===== src/rtl/nvs_pkg.sv =====
package nvs_pkg;
  typedef enum logic [2:0] {
    ST_DOWN   = 3'd0,
    ST_PUR    = 3'd1,
    ST_IDLE   = 3'd2,
    ST_STORE  = 3'd3,
    ST_RECALL = 3'd4
  } nvs_state_e;
endpackage


===== src/rtl/nvs_port_dec.sv =====
// Pin-level cycle decoder: read request and release-edge write commit.
module nvs_port_dec #(
  parameter int AW = 6,
  parameter int DW = 8
) (
  input  logic          clk,
  input  logic          rst,
  input  logic          idle,
  input  logic          ce_n,
  input  logic          oe_n,
  input  logic          we_n,
  input  logic          hs_n,
  input  logic [AW-1:0] addr,
  input  logic [DW-1:0] wdata,
  output logic          rd_req,
  output logic          wr_commit,
  output logic [AW-1:0] cm_addr,
  output logic [DW-1:0] cm_data
);
  logic wr_cond;
  logic wr_act_q;

  always_comb begin
    rd_req    = idle & ~ce_n & ~oe_n & we_n & hs_n;
    wr_cond   = idle & ~ce_n & ~we_n & hs_n;
    wr_commit = wr_act_q & ~wr_cond & idle;
  end

  always_ff @(posedge clk) begin
    if (rst) wr_act_q <= 1'b0;
    else     wr_act_q <= wr_cond;
  end

  // last sampled address and data of an active write
  always_ff @(posedge clk) begin
    if (wr_cond) begin
      cm_addr <= addr;
      cm_data <= wdata;
    end
  end
endmodule


===== src/rtl/nvs_seq.sv =====
// Transfer sequencer: request arbitration, dirty tracking, busy timer.
module nvs_seq
  import nvs_pkg::*;
#(
  parameter int STORE_CYC  = 16,
  parameter int RECALL_CYC = 8
) (
  input  logic       clk,
  input  logic       rst,
  input  logic       hs_n,
  input  logic       sw_store,
  input  logic       sw_recall,
  input  logic       pwr_fail,
  input  logic       pwr_good,
  input  logic       wr_commit,
  output nvs_state_e state,
  output logic       idle,
  output logic       busy,
  output logic       dirty,
  output logic       xfer_done,
  output logic       do_store,
  output logic       do_recall
);
  localparam int MAXC = (STORE_CYC > RECALL_CYC) ? STORE_CYC : RECALL_CYC;
  localparam int CW   = $clog2(MAXC + 1);
  localparam logic [CW-1:0] ST_LOAD = CW'(STORE_CYC - 1);
  localparam logic [CW-1:0] RC_LOAD = CW'(RECALL_CYC - 1);

  nvs_state_e    state_q, state_d;
  logic [CW-1:0] cnt_q, cnt_d;
  logic          pend_q, pend_d;
  logic          dirty_q, dirty_d;
  logic          hs_prev_q;
  logic          in_xfer, hs_fall, dirty_eff;

  always_comb begin
    in_xfer   = (state_q == ST_STORE) || (state_q == ST_RECALL) || (state_q == ST_PUR);
    xfer_done = in_xfer && (cnt_q == '0);
    do_store  = xfer_done && (state_q == ST_STORE);
    do_recall = xfer_done && (state_q != ST_STORE);
    hs_fall   = hs_prev_q & ~hs_n;
    dirty_eff = dirty_q | wr_commit;
  end

  always_comb begin
    state_d = state_q;
    cnt_d   = cnt_q;
    pend_d  = pend_q;
    case (state_q)
      ST_IDLE: begin
        if (pwr_fail) begin
          if (dirty_eff) begin
            state_d = ST_STORE;
            cnt_d   = ST_LOAD;
            pend_d  = 1'b1;
          end else begin
            state_d = ST_DOWN;
          end
        end else if ((hs_fall && dirty_eff) || sw_store) begin
          state_d = ST_STORE;
          cnt_d   = ST_LOAD;
        end else if (sw_recall) begin
          state_d = ST_RECALL;
          cnt_d   = RC_LOAD;
        end
      end
      ST_STORE, ST_RECALL, ST_PUR: begin
        if (pwr_fail) pend_d = 1'b1;
        if (cnt_q == '0) begin
          state_d = (pend_q || pwr_fail) ? ST_DOWN : ST_IDLE;
          pend_d  = 1'b0;
        end else begin
          cnt_d = cnt_q - 1'b1;
        end
      end
      ST_DOWN: begin
        if (pwr_good) begin
          state_d = ST_PUR;
          cnt_d   = RC_LOAD;
        end
      end
      default: state_d = ST_DOWN;
    endcase
  end

  always_comb begin
    dirty_d = dirty_q;
    if (wr_commit)      dirty_d = 1'b1;
    else if (xfer_done) dirty_d = 1'b0;
  end

  always_ff @(posedge clk) begin
    if (rst) begin
      state_q   <= ST_DOWN;
      cnt_q     <= '0;
      pend_q    <= 1'b0;
      dirty_q   <= 1'b0;
      hs_prev_q <= 1'b1;
    end else begin
      state_q   <= state_d;
      cnt_q     <= cnt_d;
      pend_q    <= pend_d;
      dirty_q   <= dirty_d;
      hs_prev_q <= hs_n;
    end
  end

  assign state = state_q;
  assign idle  = (state_q == ST_IDLE);
  assign busy  = (state_q != ST_IDLE);
  assign dirty = dirty_q;
endmodule


===== src/rtl/nvs_arrays.sv =====
// Working and shadow word arrays with single-step whole-array copy.
module nvs_arrays #(
  parameter int AW = 6,
  parameter int DW = 8,
  parameter logic [DW-1:0] INIT_XOR = 'hA5
) (
  input  logic          clk,
  input  logic          rst,
  input  logic          wr_en,
  input  logic [AW-1:0] wr_addr,
  input  logic [DW-1:0] wr_data,
  input  logic          rd_en,
  input  logic [AW-1:0] rd_addr,
  input  logic          do_store,
  input  logic          do_recall,
  output logic [DW-1:0] rd_data,
  output logic          rd_valid
);
  localparam int DEPTH = 1 << AW;

  logic [DW-1:0] work_q   [DEPTH];
  logic [DW-1:0] shadow_q [DEPTH];

  initial begin
    for (int i = 0; i < DEPTH; i++) begin
      work_q[i]   = '0;
      shadow_q[i] = DW'(i) ^ INIT_XOR;
    end
  end

  always_ff @(posedge clk) begin
    if (do_recall) begin
      for (int i = 0; i < DEPTH; i++) work_q[i] <= shadow_q[i];
    end else if (wr_en) begin
      work_q[wr_addr] <= wr_data;
    end
    if (do_store) begin
      for (int i = 0; i < DEPTH; i++) shadow_q[i] <= work_q[i];
    end
  end

  always_ff @(posedge clk) begin
    if (rd_en) rd_data <= work_q[rd_addr];
  end

  always_ff @(posedge clk) begin
    if (rst) rd_valid <= 1'b0;
    else     rd_valid <= rd_en;
  end
endmodule


===== src/rtl/nvs_ctrl.sv =====
module nvs_ctrl
  import nvs_pkg::*;
#(
  parameter int AW         = 6,
  parameter int DW         = 8,
  parameter int STORE_CYC  = 16,
  parameter int RECALL_CYC = 8,
  parameter logic [DW-1:0] INIT_XOR = 'hA5
) (
  input  logic          clk,
  input  logic          rst,
  input  logic          ce_n,
  input  logic          oe_n,
  input  logic          we_n,
  input  logic          hs_n,
  input  logic [AW-1:0] addr,
  input  logic [DW-1:0] wdata,
  output logic [DW-1:0] rdata,
  output logic          rd_oe,
  input  logic          sw_store,
  input  logic          sw_recall,
  input  logic          pwr_fail,
  input  logic          pwr_good,
  output logic          busy
);
  nvs_state_e    state;
  logic          idle, dirty, xfer_done, do_store, do_recall;
  logic          rd_req, wr_commit;
  logic [AW-1:0] cm_addr;
  logic [DW-1:0] cm_data;

  nvs_port_dec #(.AW(AW), .DW(DW)) dec_i (
    .clk(clk), .rst(rst), .idle(idle),
    .ce_n(ce_n), .oe_n(oe_n), .we_n(we_n), .hs_n(hs_n),
    .addr(addr), .wdata(wdata),
    .rd_req(rd_req), .wr_commit(wr_commit),
    .cm_addr(cm_addr), .cm_data(cm_data)
  );

  nvs_seq #(.STORE_CYC(STORE_CYC), .RECALL_CYC(RECALL_CYC)) seq_i (
    .clk(clk), .rst(rst), .hs_n(hs_n),
    .sw_store(sw_store), .sw_recall(sw_recall),
    .pwr_fail(pwr_fail), .pwr_good(pwr_good),
    .wr_commit(wr_commit),
    .state(state), .idle(idle), .busy(busy), .dirty(dirty),
    .xfer_done(xfer_done), .do_store(do_store), .do_recall(do_recall)
  );

  nvs_arrays #(.AW(AW), .DW(DW), .INIT_XOR(INIT_XOR)) arr_i (
    .clk(clk), .rst(rst),
    .wr_en(wr_commit), .wr_addr(cm_addr), .wr_data(cm_data),
    .rd_en(rd_req), .rd_addr(addr),
    .do_store(do_store), .do_recall(do_recall),
    .rd_data(rdata), .rd_valid(rd_oe)
  );
endmodule


===== config.mk =====
export PLATFORM = sky130hd
export DESIGN_NAME = nvs_ctrl
export DESIGN_NICKNAME = d
export VERILOG_FILES = /design/src/rtl/nvs_pkg.sv /design/src/rtl/nvs_port_dec.sv /design/src/rtl/nvs_seq.sv /design/src/rtl/nvs_arrays.sv /design/src/rtl/nvs_ctrl.sv
export SDC_FILE = /design/constraint.sdc
export NUM_CORES = 1
export LEC_CHECK = 0
export ABC_CLOCK_PERIOD_IN_PS = 13410
export BUFFER_PORTS_ARGS = -buffer_cell sky130_fd_sc_hd__buf_4
export CAP_MARGIN = 25
export CORE_MARGIN = 1
export CORE_UTILIZATION = 45
export DETAILED_ROUTE_END_ITERATION = 12
export PLACE_DENSITY_LB_ADDON = 0.05
export SLEW_MARGIN = 20
export SYNTH_ARGS = -nofsm -noshare
export SYNTH_HDL_FRONTEND = slang
export SYNTH_SLANG_ARGS = --single-unit

===== constraint.sdc =====
create_clock -name clk -period 13.41 [get_ports clk]
set_input_delay 0.6705 -clock clk [delete_from_list [all_inputs] [get_ports clk]]
set_output_delay 0.6705 -clock clk [all_outputs]
set_load 0.03 [all_outputs]

# Word-level counts from Yosys, hierarchy flattened

Memories as Yosys holds them, arrays and structs flattened. A register that Yosys moved wholly into a read port is not among the register bits.
Cells that the tools add are included.

$add $sub $neg: 1
Multiply operators: 0
Divide/modulo/power cells: 0
Magnitude comparators: 0
Equality and inequality tests: 14
Shifts and indexed selects: 0
Mux-type cells: 32
Bitwise gates (word level): 15
Reduce and logical (&&, ||, !) cells: 18

Operator list:

| cell                                             | count |
|---|---|
| two-way mux 5 bit                                | 6 |
| two-way mux 3 bit                                | 5 |
| case mux 5 bit (3 select lines)                  | 1 |
| two-way mux 1 bit                                | 14 |
| != test 3 x 2 -> 1 bit, second input constant    | 4 |
| bitwise AND 1 bit                                | 9 |
| case mux 3 bit (3 select lines)                  | 1 |
| two-way mux 8 bit                                | 1 |
| OR reduction 8 bit                               | 1 |
| == test 3 x 2 -> 1 bit, second input constant    | 2 |
| two-way mux 6 bit                                | 1 |
| != test 2 bit, second input constant             | 3 |
| zero test 5 bit                                  | 1 |
| NOT 1 bit                                        | 5 |
| AND reduction 5 bit                              | 1 |
| subtractor 5 x 1 -> 5 bit, second input constant | 1 |
| logical AND 1 bit                                | 4 |
| logical OR 1 bit                                 | 4 |
| two-way mux 2 bit                                | 2 |
| != test 2 x 1 -> 1 bit, second input constant    | 2 |
| != test 4 x 3 -> 1 bit, second input constant    | 1 |
| AND reduction 4 bit                              | 1 |
| nonzero test 2 bit                               | 2 |
| == test 3 x 1 -> 1 bit, second input constant    | 1 |
| 7 further kinds                                  | 7 |

Register bits: 27
Bits in latches: 0
RAM bits: 1024
ROM bits: 0
Input bits: 24
Output and inout port bits: 10
Logic and storage cells: 91
Memories: 2

Memories:

| name           | words | bits a word | rd ports | clocked after Yosys merged registers in | wr ports | RTL line         | text |
|---|---|---|---|---|---|---|---|
| arr_i.shadow_q | 64    | 8           | 64       | 0                                       | 64       | nvs_arrays.sv:22 | `logic [DW-1:0] shadow_q [DEPTH];` |
| arr_i.work_q   | 64    | 8           | 65       | 1                                       | 64       | nvs_arrays.sv:21 | `logic [DW-1:0] work_q [DEPTH];` |

# Depth between registers and ports, before layout

Gate-level depths: netlist of the first run.

Depth in word-level cells: 13
Gate-level depth with buffers: 9
Depth with buffers taken out: 7

# Modules after synthesis

From an unflattened synthesis of the first run, not the netlist that was laid out.

Cells, all modules: 2202
Area total of the unflattened synthesis: 43563.0 um^2

By module, submodules not included:

| module       | times used | cells an instance | area an instance (um^2) | seq. area each (um^2) |
|---|---|---|---|---|
| nvs_arrays   | 1          | 2088              | 42338.1                 | 31009.7 |
| nvs_seq      | 1          | 92                | 742.0                   | 220.2 |
| nvs_port_dec | 1          | 22                | 483.0                   | 440.4 |

# Least setup slack after synthesis of the first run

No wires, ideal clock.

Kind: register -> register
From: reg seq_i.cnt_q[0]
To: mem arr_i.shadow_q[0][0], enable pin
Library setup time: 947 ps
Arrival time: 12748 ps
Required time: 12463 ps
Path slack: -285 ps
Cell stages (with the launch flop): 5
Buffers on the path: 0
Clock period less this slack: 13695 ps
Path through: dfxtp_1 -> inv_1 -> ha_1 -> nor4b_1 -> and3_1

RTL lines:

| item                   | RTL line         | text |
|---|---|---|
| start, declared        | nvs_seq.sv:30    | `logic [CW-1:0] cnt_q, cnt_d;` |
| start signal, assigned | nvs_seq.sv:101   | `cnt_q <= cnt_d;` |
| end, declared          | nvs_arrays.sv:22 |  |

==> impl_results.rst, run 1 <==
.. list-table::
   :header-rows: 1

   * - Metric
     - Value
   * - Post-Place Cells
     - 3439
   * - Prevailing post-synth register cell
     - sky130_fd_sc_hd__edfxtp_1
   * - Number of setup violations in the final report
     - 0
   * - Cell Int Power
     - 6.62 mW
   * - Peak Freq
     - 234 MHz
   * - Number of nets in the synthesized netlist
     - 2235
   * - Antenna violations before repair
     - 2
   * - Overall overflow remaining after global route
     - 0
   * - Arrival @ worst endpoint
     - 4.56 ns
   * - Leak pwr
     - 15.4 nW
   * - Post-synthesis instance total
     - 2210
   * - Cell area after synthesis
     - 43400 sq um
   * - CP endpoint kind
     - flip-flop
   * - Final Hold Viols
     - 0
   * - PnR Total Power
     - 8.88 mW
   * - Count of input and output buffers
     - 33
   * - Maximum number of pins on one net before global-route repair
     - 138
   * - Category of the most critical setup path
     - reg2reg
   * - H-Tree Depth
     - 3
   * - GPL Wtd Cong
     - 0.816
   * - Total global routing track utilization
     - 23.2%
   * - Unrepaired setup endpoints after global routing
     - false
   * - Number of buffers on the longest clock path
     - 3
   * - Total Wirelength
     - 111000 um
   * - Capture point of the worst path
     - arr_i.shadow_q[26][12]$_DFFE_PP_
   * - # IOs
     - 34
   * - Number of DRC markers in iteration 0
     - 2026
   * - Standard-cell rows
     - 113
   * - Standard cell core area
     - 95300 sq um
   * - Worst min path class
     - in2reg
   * - Clk network pwr share
     - 34.8%
   * - Number of search-and-repair iterations in the first detailed-routing pass
     - 5
   * - Sinks on Clock Net
     - 1059
   * - Width of the die
     - 313 um
   * - Growth of design area from synthesis to finish
     - 12.6%
   * - Number of buffers inserted to repair setup after CTS
     - 0
   * - Clock buffers created by TritonCTS
     - 111
   * - Clock transition at the register clock pins on the worst setup and hold paths after CTS
     - 0.06 ns
   * - Share of the clock period used by the worst path after layout
     - 31.8%
   * - Number of nets in the final layout
     - 2316
   * - Worst r2r dst
     - arr_i.shadow_q[26][12]$_DFFE_PP_
   * - Post-synthesis sequential element count
     - 1059
   * - Antenna diodes
     - 0
   * - First element of the critical path
     - seq_i.cnt_q[0]$_SDFFE_PP0P_
   * - Vertical die dimension
     - 313 um
   * - Sequential fraction of the synthesis area
     - 72.9%
   * - Starting Density
     - 45.6%
   * - Areal power density over the cells
     - 182 nW/um^2
   * - Gates resized, CTS repair
     - 0
   * - Sum of negative setup slack
     - 0 ns
   * - Critical path required time
     - 13.70 ns
   * - Vias in the first global route
     - 22400
   * - Fin area
     - 48900 sq um
   * - Ys async rst share
     - 0%
   * - Layout cells sized above 1
     - 40.5%
   * - Mean cell area of the mapped netlist
     - 19.6 sq um
   * - Switching share of total power
     - 25.5%
   * - Combinational share of power
     - 11.9%
   * - Time the final worst path needs with I/O delays and setup
     - 4.27 ns
   * - Area of the multi-input gates
     - 11200 sq um
   * - Total DRC errors in the routed layout
     - 0
   * - Pins Over Slew Limit
     - 0
   * - Final instance count without filler cells
     - 3644
   * - Switching power summed over all nets
     - 2.27 mW
   * - R2R Setup Slk
     - 9.14 ns
   * - Mean number of vias per cell
     - 5.96
   * - Fillers
     - 7695
   * - Routed WL per cell
     - 30.6 um
   * - EDFF count, synth
     - 1046
   * - Maximum Capacitance Violations
     - 0
   * - Antenna-violating nets left
     - 0
   * - Slew HR
     - 27.7%
   * - Yosys warns
     - 0
   * - Depth of the worst register-to-register path
     - 7
   * - Worst-margin pin slew
     - 1.09 ns
   * - Final worst hold slack
     - 0.154 ns
   * - Clock root buffer master
     - sky130_fd_sc_hd__clkbuf_16
   * - Post-detail-place hpwl
     - 66500 um
   * - Area occupied by registers
     - 31700 sq um
   * - Die Outline Area
     - 97700 sq um
   * - Clock tree from TritonCTS
     - yes
   * - Result of the run
     - finished, final reports clean
   * - Kind of start point of the critical path
     - flip-flop
   * - Placed standard-cell area
     - 45200 sq um
   * - Fin Clk Skew
     - 0.0287 ns
   * - Post-synthesis cell type count
     - 55
   * - Sequential share of power
     - 53.3%
   * - Wire length of the first global-routing pass
     - 165000 um
   * - Peak fanout along the critical path
     - 66
   * - Routed vias
     - 21700
   * - Hold buffer count at cts
     - 0
   * - Maximum VDD drop
     - 0.0976 mV
   * - Later-pin clock latency in the skew report
     - 0.69 ns
   * - Reg2Reg Launch Point
     - seq_i.cnt_q[0]$_SDFFE_PP0P_
-- registers in the layout (all words and copies together) (netlist names) --
signal,cells
seq_i.state,3
seq_i.cnt_q,5
arr_i.shadow_q,512
seq_i.hs_prev_q,1
arr_i.work_q,512
dec_i.wr_act_q,1
arr_i.rd_valid,1
arr_i.rd_data,8
dec_i.cm_addr,6
seq_i.pend_q,1
dec_i.cm_data,8
seq_i.dirty,1
-- cell families after synthesis --
| family | after synthesis | synth area share (%) |
|---|---|---|
| xor gates and xnor gates | 2 | 0.0404 |
| buffers and inverters | 145 | 1.39 |
| DFF | 1059 | 72.9 |
| and+or+nand+nor | 190 | 2.93 |
| AOI/OAI and AO/OA | 146 | 2.08 |
| adders and majority gates | 1 | 0.0288 |
| muxes | 667 | 20.6 |
-- cell usage after synthesis (all sizes together) (11+ instances only) --
cell type / n / area share, %
mux2: 528 / 14
nand2: 42 / 0.36
buf: 48 / 0.56
edfxtp: 1046 / 72
o21ai: 63 / 0.73
dfxtp: 13 / 0.60
a21oi: 20 / 0.23
nor2: 71 / 1.3
mux2i: 11 / 0.25
o22ai: 18 / 0.26
nor3: 12 / 0.14
clkbuf: 89 / 0.77
mux4: 128 / 6.6
-- worst min path at each step --
stage / startpoint / to / cells past startpoint
detailed placement: arr_i.work_q[7][3]$_DFFE_PP_ / arr_i.shadow_q[3][11]$_DFFE_PP_ / 0
floorplan: arr_i.work_q[20][6]$_DFFE_PP_ / arr_i.shadow_q[10][6]$_DFFE_PP_ / 0
global placement: arr_i.work_q[23][1]$_DFFE_PP_ / arr_i.shadow_q[11][9]$_DFFE_PP_ / 0
finish: wdata[4] / dec_i.cm_data[4]$_DFFE_PP_ / 1
global route: wdata[4] / dec_i.cm_data[4]$_DFFE_PP_ / 1
CTS: wdata[6] / dec_i.cm_data[6]$_DFFE_PP_ / 1
-- critical path, cell delays in order (launching register included) --
cell and delay, ns:
sky130_fd_sc_hd__dfxtp_1 0.33, sky130_fd_sc_hd__inv_1 0.09, sky130_fd_sc_hd__ha_1 0.24, sky130_fd_sc_hd__nor4b_1 0.53, sky130_fd_sc_hd__and3_4 0.90, sky130_fd_sc_hd__buf_4 0.53, sky130_fd_sc_hd__buf_16 0.30, sky130_fd_sc_hd__buf_4 0.80
-- per-layer routing --
metal  wire length [um]  GRT usage [%]  vias up
met1              52000           35.4    11800
li1                   -              -     9105
met5                  0              0        -
met3               5640           3.67      134
met2              51800           35.4      646
met4               2040           4.80        0
-- power groups by stage --
stage | combinational (mW) | clock, mW | sequential (mW)
after global placement | 1.03 | 0 | 4.79
after global routing | 1.13 | 3.26 | 4.79
after floorplan | 0.648 | 0 | 4.64
after detailed placement | 1.05 | 0 | 4.79
final | 1.05 | 3.09 | 4.73
after CTS | 1.06 | 3.15 | 4.74
-- cell type report --
class                      count  area share (%)
inverter                       8          0.0614
clock buffer                 145            6.03
sequential                  1059            64.8
clock inverter                56            1.26
multi-input combinational   1006            22.8
timing repair buffer         105            1.80
tap                         1265            3.24
-- through the flow --
stage,util [%],setup WS (ns)
6_report,51.3,9.14
5_1_grt,51.3,8.88
4_1_cts,51.2,8.91
3_5_place_dp,47.5,8.93
3_3_place_gp,47.4,9.03
2_1_floorplan,-,5.74
-- placed cells by master (no fill, tap or decap), types with 14 or more instances in the layout --
cell	instances
sky130_fd_sc_hd__edfxtp_1	1046
sky130_fd_sc_hd__mux2_2	524
sky130_fd_sc_hd__mux4_2	128
sky130_fd_sc_hd__clkbuf_16	113
sky130_fd_sc_hd__buf_4	91
sky130_fd_sc_hd__o21ai_0	46
sky130_fd_sc_hd__nand2_1	42
sky130_fd_sc_hd__clkbuf_1	32
sky130_fd_sc_hd__nor2_4	30
sky130_fd_sc_hd__clkinv_1	24
sky130_fd_sc_hd__nor2_1	23
sky130_fd_sc_hd__a21oi_1	20
sky130_fd_sc_hd__o22ai_1	18
sky130_fd_sc_hd__o21ai_1	17
sky130_fd_sc_hd__nor2_2	16
sky130_fd_sc_hd__clkinv_2	14
sky130_fd_sc_hd__bufinv_16	14
No activity file was read; power rests on OpenSTA's default activity.
==> run 2, diff against run 1 <==
ABC_CLOCK_PERIOD_IN_PS = 3700   (was 13410)
clock period = 3.7 ns   (was 13.41 ns; I/O delays follow)
==> run 2 against run 1 <==
  * Via count up 0.90%
  * Non-clock buffer count increased by 72
  * Clock skew shrank 0.0011 ns
  * Wire length shrank 0.98%
  * Combinational power grew to 3.7 times the previous value
  * Setup slack lost 8.7 ns
  * Fmax grew 30%
  * Total power rose to 3.6 times the previous value
  * Critical path type unchanged
  * Critical endpoint is now arr_i.work_q[19][7]$_DFFE_PP_
  * Largest power group unchanged
==> impl_results.rst, run 2 (synthesis gave the netlist of run 1 again) <==
.. list-table::
   :header-rows: 1

   * - Metric
     - Value
   * - Final worst hold slack
     - 0.0693 ns (-0.0846 ns)
   * - Number of buffers on the longest clock path
     - 3 (unchanged)
   * - Final Hold Viols
     - 0 (unchanged)
   * - R2R Setup Slk
     - 0.42 ns (-8.72 ns)
   * - Crit path buffers/inverters
     - 1 (-3)
   * - Pre-CTS WS
     - 0.203 ns (-8.73 ns)
   * - Width of the die
     - 313 um (unchanged)
   * - Routed WL per cell
     - 29.6 um (-3.1%)
   * - Worst-margin pin slew
     - 1.02 ns (-0.0626 ns)
   * - Depth of the worst register-to-register path
     - 6 (-1)
   * - Slew HR
     - 31.8% (+4.1 points)
   * - Antenna violations before repair
     - 1 (-1)
   * - Antenna-violating nets left
     - 0 (unchanged)
   * - Total global routing track utilization
     - 23.0% (-0.23 points)
   * - H-Tree Depth
     - 3 (unchanged)
   * - Peak Freq
     - 305 MHz (+30%)
   * - Category of the most critical setup path
     - reg2reg
   * - Maximum Capacitance Violations
     - 0 (unchanged)
   * - Fin Clk Skew
     - 0.0276 ns (-0.00113 ns)
   * - Number of nets in the final layout
     - 2390 (+3.2%)
   * - Final setup slack of the worst path
     - 0.418 ns (-8.72 ns)
   * - Final instance count without filler cells
     - 3725 (+2.2%)
   * - Clock tree from TritonCTS
     - yes
   * - Clock buffers created by TritonCTS
     - 113 (+1.8%)
   * - Standard cell core area
     - 95300 sq um (unchanged)
   * - Number of search-and-repair iterations in the first detailed-routing pass
     - 5 (unchanged)
   * - Areal power density over the cells
     - 651 nW/um^2 (+260%)
   * - Worst min path class
     - in2reg
   * - Vias in the first global route
     - 22700 (+1.7%)
   * - Maximum VDD drop
     - 0.414 mV (+320%)
   * - Starting Density
     - 45.6% (unchanged)
   * - Count of input and output buffers
     - 33 (unchanged)
   * - Layout cells sized above 1
     - 41.9% (+1.3 points)
   * - Clock root buffer master
     - sky130_fd_sc_hd__clkbuf_16
   * - Registers with the highest flip-flop counts
     - arr_i.shadow_q (512), arr_i.work_q (512)
   * - Worst hold stages
     - 6 (+5)
   * - Maximum number of pins on one net before global-route repair
     - 99 (-28%)
   * - Sum of negative setup slack
     - 0 ns (unchanged)
   * - Library cell contributing the largest single delay on the critical path
     - sky130_fd_sc_hd__or3b_1
   * - Most common cell after layout, fill and taps aside
     - sky130_fd_sc_hd__edfxtp_1
   * - Endpoint, Worst Hold
     - seq_i.state[0]$_SDFFE_PP0P_
   * - Clock transition at the register clock pins on the worst setup and hold paths after CTS
     - 0.06 ns (about the same)
   * - Number of setup violations in the final report
     - 0 (unchanged)
   * - Sinks on Clock Net
     - 1059 (unchanged)
   * - Wire length of the first global-routing pass
     - 164000 um (-0.63%)
   * - Reg2Reg Launch Point
     - seq_i.state[1]$_SDFFE_PP0P_
   * - Later-pin clock latency in the skew report
     - 0.69 ns (about the same)
   * - CP endpoint kind
     - flip-flop
   * - Share of the clock period used by the worst path after layout
     - 88.7% (+57 points)
   * - Growth of design area from synthesis to finish
     - 14.6%
   * - Total DRC errors in the routed layout
     - 0 (unchanged)
   * - Result of the run
     - finished, final reports clean
   * - Post-Place Cells
     - 3494 (+1.6%)
   * - Leak pwr
     - 15.8 nW (+2.8%)
   * - Commonest non-fill, non-tap cells in the layout
     - sky130_fd_sc_hd__edfxtp_1, sky130_fd_sc_hd__mux2_2, sky130_fd_sc_hd__buf_4
   * - Mean number of vias per cell
     - 5.88 (-1.3%)
   * - Number of DRC markers in iteration 0
     - 1976 (-2.5%)
   * - Unrepaired setup endpoints after global routing
     - false
   * - Peak fanout along the critical path
     - 8 (-88%)
   * - Routed vias
     - 21900 (+0.90%)
   * - Time the final worst path needs with I/O delays and setup
     - 3.28 ns (-0.986 ns)
   * - Worst r2r dst
     - arr_i.work_q[19][7]$_DFFE_PP_
   * - Overall overflow remaining after global route
     - 0 (unchanged)
   * - Pins Over Slew Limit
     - 0 (unchanged)
   * - Delay of the slowest critical-path stage
     - 0.70 ns (-0.20 ns)
   * - Hold Startpoint
     - sw_store
   * - Die Outline Area
     - 97700 sq um (unchanged)
   * - Kind of start point of the critical path
     - flip-flop
   * - Post-detail-place hpwl
     - 66400 um (about the same)
   * - Total Wirelength
     - 110000 um (-0.98%)
   * - Arrival @ worst endpoint
     - 3.70 ns (-0.86 ns)
   * - GPL Wtd Cong
     - 0.794 (-2.6%)
   * - Critical path required time
     - 4.12 ns (-9.58 ns)
   * - CP delay by family, top
     - simple AND/OR/NAND/NOR gates
   * - Antenna diodes
     - 0 (unchanged)
   * - Vertical die dimension
     - 313 um (unchanged)
   * - Crit path cell chain
     - nor3b_4 -> nand4_1 -> or3b_1 -> buf_4 -> nor2_2 -> mux2_2
   * - # IOs
     - 34 (unchanged)
   * - Standard-cell rows
     - 113 (unchanged)
## run 2: per-layer routing
| metal | vias to the layer above | track usage (%) | wire length, um |
|---|---|---|---|
| li1 | 9275 | - | - |
| met1 | 11900 | 34.5 | 51700 |
| met2 | 581 | 35.1 | 51200 |
| met3 | 136 | 3.49 | 5040 |
| met4 | 0 | 6.21 | 2390 |
| met5 | - | 0 | 0 |
## run 2: how the worst max path moves through the flow
stage	start	end	slack (ns)	cells after the start
floorplan	seq_i.cnt_q[1]$_SDFFE_PP0P_	arr_i.shadow_q[0][0]$_DFFE_PP_	-1.18	4
global placement	seq_i.state[1]$_SDFFE_PP0P_	arr_i.work_q[17][0]$_DFFE_PP_	0.14	5
detailed placement	seq_i.state[1]$_SDFFE_PP0P_	arr_i.work_q[17][1]$_DFFE_PP_	0.20	5
CTS	seq_i.state[1]$_SDFFE_PP0P_	arr_i.work_q[17][2]$_DFFE_PP_	0.14	5
global route	seq_i.state[1]$_SDFFE_PP0P_	arr_i.work_q[40][6]$_DFFE_PP_	0.19	6
finish	seq_i.state[1]$_SDFFE_PP0P_	arr_i.work_q[19][7]$_DFFE_PP_	0.42	6
## run 2: what timing repair did
action,4_1_cts,5_1_grt
setup endpoints to repair,0,10
resized for setup,0,1
endpoints found under the hold margin,23,0
hold buffers,21,0
buffers inserted,0,0
## run 2: where the power goes
| group | switching [mW] | leakage, nW | total, mW | internal [mW] |
|---|---|---|---|---|
| Sequential | 1.03 | 9.59 | 17.1 | 16.1 |
| Clock | 4.72 | 1.80 | 11.4 | 6.67 |
| Combinational | 2.45 | 4.44 | 3.90 | 1.45 |
| Total | 8.20 | 15.8 | 32.4 | 24.2 |
## run 2: metrics by stage
stage	util, %	area [sq um]	total power, mW
after floorplan	-	43500	19.2
after global placement	48.1	45800	21.1
after detailed placement	48.1	45900	21.2
after CTS	52.2	49700	32.7
after global routing	52.2	49700	33.6
final	52.2	49700	32.4
## run 2: final cells by class
type,instances,area (sq um)
flip-flops and latches,1059,31700
clock inverters,71,682
clock buffers,139,2990
repair buffers,177,1600
well taps,1265,1580
inverters,8,30.0
multi-input cells,1006,11200
fillers,7639,45600
## run 2: tightest hold or removal path, stage by stage
cell and delay (ns):
sky130_fd_sc_hd__buf_4 0.08, sky130_fd_sc_hd__nor2_1 0.03, sky130_fd_sc_hd__o211a_1 0.16, sky130_fd_sc_hd__nand3_1 0.10, sky130_fd_sc_hd__a21oi_1 0.06, sky130_fd_sc_hd__nor2_1 0.08
==> run 3, diff against run 2 <==
ABC_AREA = 1   (was default)
ABC_CLOCK_PERIOD_IN_PS = 2980   (was 3700)
CORE_MARGIN = default   (was 1)
clock period = 2.98 ns   (was 3.7 ns; I/O delays follow)
==> run 3 against run 2 <==
  * Clock power is 28% higher
  * Utilization is 0.21 points higher
  * Final area is 1.2% lower
  * Fmax is 23% higher
  * Flip-flop and latch count stayed put
  * Die area is 1.3% lower
  * Worst hold slack worse by 0.0023 ns
  * Non-clock buffer count is 30 higher
  * Global-route usage is 2.2 points higher
  * Setup slack worse by 0.10 ns
  * Critical path depth is 3 higher
  * Largest cell class unchanged
==> impl_results.rst, run 3 <==
.. list-table::
   :header-rows: 1

   * - Metric
     - Value
   * - # IOs
     - 34 (unchanged)
   * - Result of the run
     - finished, final reports clean
   * - Area occupied by registers
     - 31700 sq um (unchanged)
   * - Width of the die
     - 311 um (-0.66%)
   * - Clock root buffer master
     - sky130_fd_sc_hd__clkbuf_16
   * - Worst-margin pin slew
     - 1.02 ns (-0.00622 ns)
   * - Sum of negative setup slack
     - 0 ns (unchanged)
   * - EDFF count, synth
     - 1046 (unchanged)
   * - Cell area after synthesis
     - 42800 sq um (-1.3%)
   * - Routed WL per cell
     - 24.3 um (-18%)
   * - Later-pin clock latency in the skew report
     - 0.70 ns (about the same)
   * - Gates resized, CTS repair
     - 0 (unchanged)
   * - Prevailing post-synth register cell
     - sky130_fd_sc_hd__edfxtp_1
   * - Final Hold Viols
     - 0 (unchanged)
   * - Maximum number of pins on one net before global-route repair
     - 94 (-5.1%)
   * - Wire length of the first global-routing pass
     - 183000 um (+11%)
   * - Total DRC errors in the routed layout
     - 0 (unchanged)
   * - Kind of start point of the critical path
     - flip-flop
   * - Crit path cell chain
     - nor2_1 -> nand2_1 -> nor2_1 -> nand2_4 -> nor3_4 -> buf_4 -> nand2_1 -> buf_4 -> nand2_1
   * - Clock buffers created by TritonCTS
     - 112 (-0.88%)
   * - Post-synthesis cell type count
     - 28 (-49%)
   * - Unrepaired setup endpoints after global routing
     - false
   * - Starting Density
     - 45.7% (+0.14 points)
   * - Fin Clk Skew
     - 0.0258 ns (-0.00181 ns)
   * - PnR Total Power
     - 38.8 mW (+20%)
   * - H-Tree Depth
     - 3 (unchanged)
   * - Antenna violations before repair
     - 8 (+7)
   * - Number of nets in the final layout
     - 3691 (+54%)
   * - Most used standard cell by instance count after synthesis
     - sky130_fd_sc_hd__edfxtp_1
   * - Vias in the first global route
     - 27700 (+22%)
   * - Standard-cell rows
     - 112 (-0.88%)
   * - Leading cell types by count after synthesis
     - sky130_fd_sc_hd__edfxtp_1, sky130_fd_sc_hd__nand2_1, sky130_fd_sc_hd__o21ai_0, sky130_fd_sc_hd__nor2_1, sky130_fd_sc_hd__clkbuf_1
   * - Hold buffer count at cts
     - 20 (-4.8%)
   * - Share of Yosys cell area claimed by the top area cell type
     - 73.3% (+0.97 points)
   * - Final worst hold slack
     - 0.0670 ns (-0.00226 ns)
   * - Routed vias
     - 28500 (+30%)
   * - Most common cell after layout, fill and taps aside
     - sky130_fd_sc_hd__edfxtp_1
   * - Die Outline Area
     - 96400 sq um (-1.3%)
   * - Post-detail-place hpwl
     - 74300 um (+12%)
   * - Vertical die dimension
     - 311 um (-0.66%)
   * - Total global routing track utilization
     - 25.2% (+2.2 points)
   * - Number of buffers on the longest clock path
     - 3 (unchanged)
   * - Post-Place Cells
     - 4786 (+37%)
   * - Share of the clock period used by the worst path after layout
     - 89.5% (+0.78 points)
   * - Maximum Capacitance Violations
     - 0 (unchanged)
   * - Worst min path class
     - in2reg
   * - Fillers
     - 8121 (+6.3%)
   * - Clock tree from TritonCTS
     - yes
   * - Time the final worst path needs with I/O delays and setup
     - 2.67 ns (-0.615 ns)
   * - Sinks on Clock Net
     - 1059 (unchanged)
   * - Leak pwr
     - 18.0 nW (+14%)
   * - Overall overflow remaining after global route
     - 0 (unchanged)
   * - Mean cell area of the mapped netlist
     - 12.0 sq um (-39%)
   * - Layout cells sized above 1
     - 10.1% (-32 points)
   * - Post-synthesis sequential element count
     - 1059 (unchanged)
   * - Areal power density over the cells
     - 790 nW/um^2 (+21%)
   * - Crit-path most repeated cell
     - sky130_fd_sc_hd__nand2_1
   * - Maximum VDD drop
     - 0.482 mV (+17%)
   * - Commonest non-fill, non-tap cells in the layout
     - sky130_fd_sc_hd__edfxtp_1, sky130_fd_sc_hd__nand2_1, sky130_fd_sc_hd__o21ai_0
   * - Registers with the highest flip-flop counts
     - arr_i.shadow_q (512), arr_i.work_q (512)
   * - Pins Over Slew Limit
     - 0 (unchanged)
   * - Delay of the slowest critical-path stage
     - 0.43 ns (-0.27 ns)
   * - Standard cell core area
     - 93700 sq um (-1.6%)
   * - Arrival @ worst endpoint
     - 3.02 ns (-0.68 ns)
   * - Number of nets in the synthesized netlist
     - 3594 (+61%)
   * - Antenna-violating nets left
     - 0 (unchanged)
   * - CP endpoint kind
     - flip-flop
   * - Sequential fraction of the synthesis area
     - 73.9% (+0.98 points)
   * - Number of DRC markers in iteration 0
     - 3534 (+79%)
   * - Number of buffers inserted to repair setup after CTS
     - 0 (unchanged)
   * - Number of search-and-repair iterations in the first detailed-routing pass
     - 6 (+1)
   * - Category of the most critical setup path
     - reg2reg
   * - Top post-synthesis cells by area
     - sky130_fd_sc_hd__edfxtp_1, sky130_fd_sc_hd__nand2_1, sky130_fd_sc_hd__o21ai_0
   * - Critical path required time
     - 3.33 ns (-0.79 ns)
   * - Ys async rst share
     - 0% (unchanged)
   * - Number of setup violations in the final report
     - 0 (unchanged)
   * - Peak fanout along the critical path
     - 17 (+9)
   * - Mean number of vias per cell
     - 5.67 (-3.6%)
   * - Library cell contributing the largest single delay on the critical path
     - sky130_fd_sc_hd__nor3_4
   * - Total Wirelength
     - 122000 um (+11%)
   * - Peak Freq
     - 375 MHz (+23%)
   * - Post-synthesis instance total
     - 3569 (+61%)
   * - Slew HR
     - 32.3% (+0.49 points)
   * - Clock transition at the register clock pins on the worst setup and hold paths after CTS
     - 0.06 ns (about the same)
   * - Count of input and output buffers
     - 33 (unchanged)
   * - Dominant cell type by area after synthesis
     - sky130_fd_sc_hd__edfxtp_1
   * - Final instance count without filler cells
     - 5020 (+35%)
   * - Growth of design area from synthesis to finish
     - 14.7% (about the same)
   * - Yosys warns
     - 0 (unchanged)
   * - Area of the multi-input gates
     - 9870 sq um (-12%)
   * - GPL Wtd Cong
     - 0.859 (+8.1%)
==> run 3: worst paths after layout <==
check,startpoint,to,slack [ns],depth (start not counted)
worst max-delay path,seq_i.state[2]$_SDFFE_PP0P_,arr_i.work_q[23][1]$_DFFE_PP_,0.31,9
worst min-delay path,pwr_good,seq_i.state[2]$_SDFFE_PP0P_,0.07,7
worst max register to register,seq_i.state[2]$_SDFFE_PP0P_,arr_i.work_q[23][1]$_DFFE_PP_,0.31,9
worst min register to register,arr_i.work_q[24][0]$_DFFE_PP_,arr_i.shadow_q[12][0]$_DFFE_PP_,0.44,0
==> run 3: routing by layer <==
layer	track usage [%]	up-vias	routed length [um]
met5	0	-	27
met4	6.03	4	2710
met3	4.14	186	10100
met2	37.4	1233	54200
met1	38.6	14100	55200
li1	-	12900	-
==> run 3: power by group <==
| part | switching (mW) | leakage (nW) | internal [mW] |
|---|---|---|---|
| sequential | 1.07 | 9.58 | 19.3 |
| combinational | 2.88 | 6.62 | 0.924 |
| clock | 6.04 | 1.84 | 8.60 |
==> run 3: metrics by stage <==
stage               instance area [sq um]  worst slack (ns)  utilization [%]
finish                              49100             0.313             52.4
global route                        49100            0.0870             52.4
CTS                                 49100             0.293             52.4
detailed placement                  45100             0.312             48.1
global placement                    45100             0.360             48.1
floorplan                           42900             -5.79                -
==> run 3: area by class of cell <==
type	count	area share (%)
flip-flops and latches	1059	64.5
multi-input cells	2219	20.1
clock buffers	135	5.92
repair buffers	207	3.94
well taps	1254	3.19
clock inverters	78	1.82
inverters	67	0.545
diodes	1	0.00509
==> run 3: kinds of logic after synthesis <==
logic type / count (synthesis) / share of synthesized area, %
and+or+nand+nor: 1374 / 12.8
adders and majority gates: 1 / 0.0292
buffers and inverters: 291 / 3.11
AOI/OAI and AO/OA: 844 / 10.1
DFF: 1059 / 73.9
==> run 3: worst max-delay path: cells and delay by family (launching register included) <==
kind | cells | cell delay [ns]
and+or+nand+nor | 7 | 1.53
DFF | 1 | 0.35
buffers and inverters | 2 | 0.44
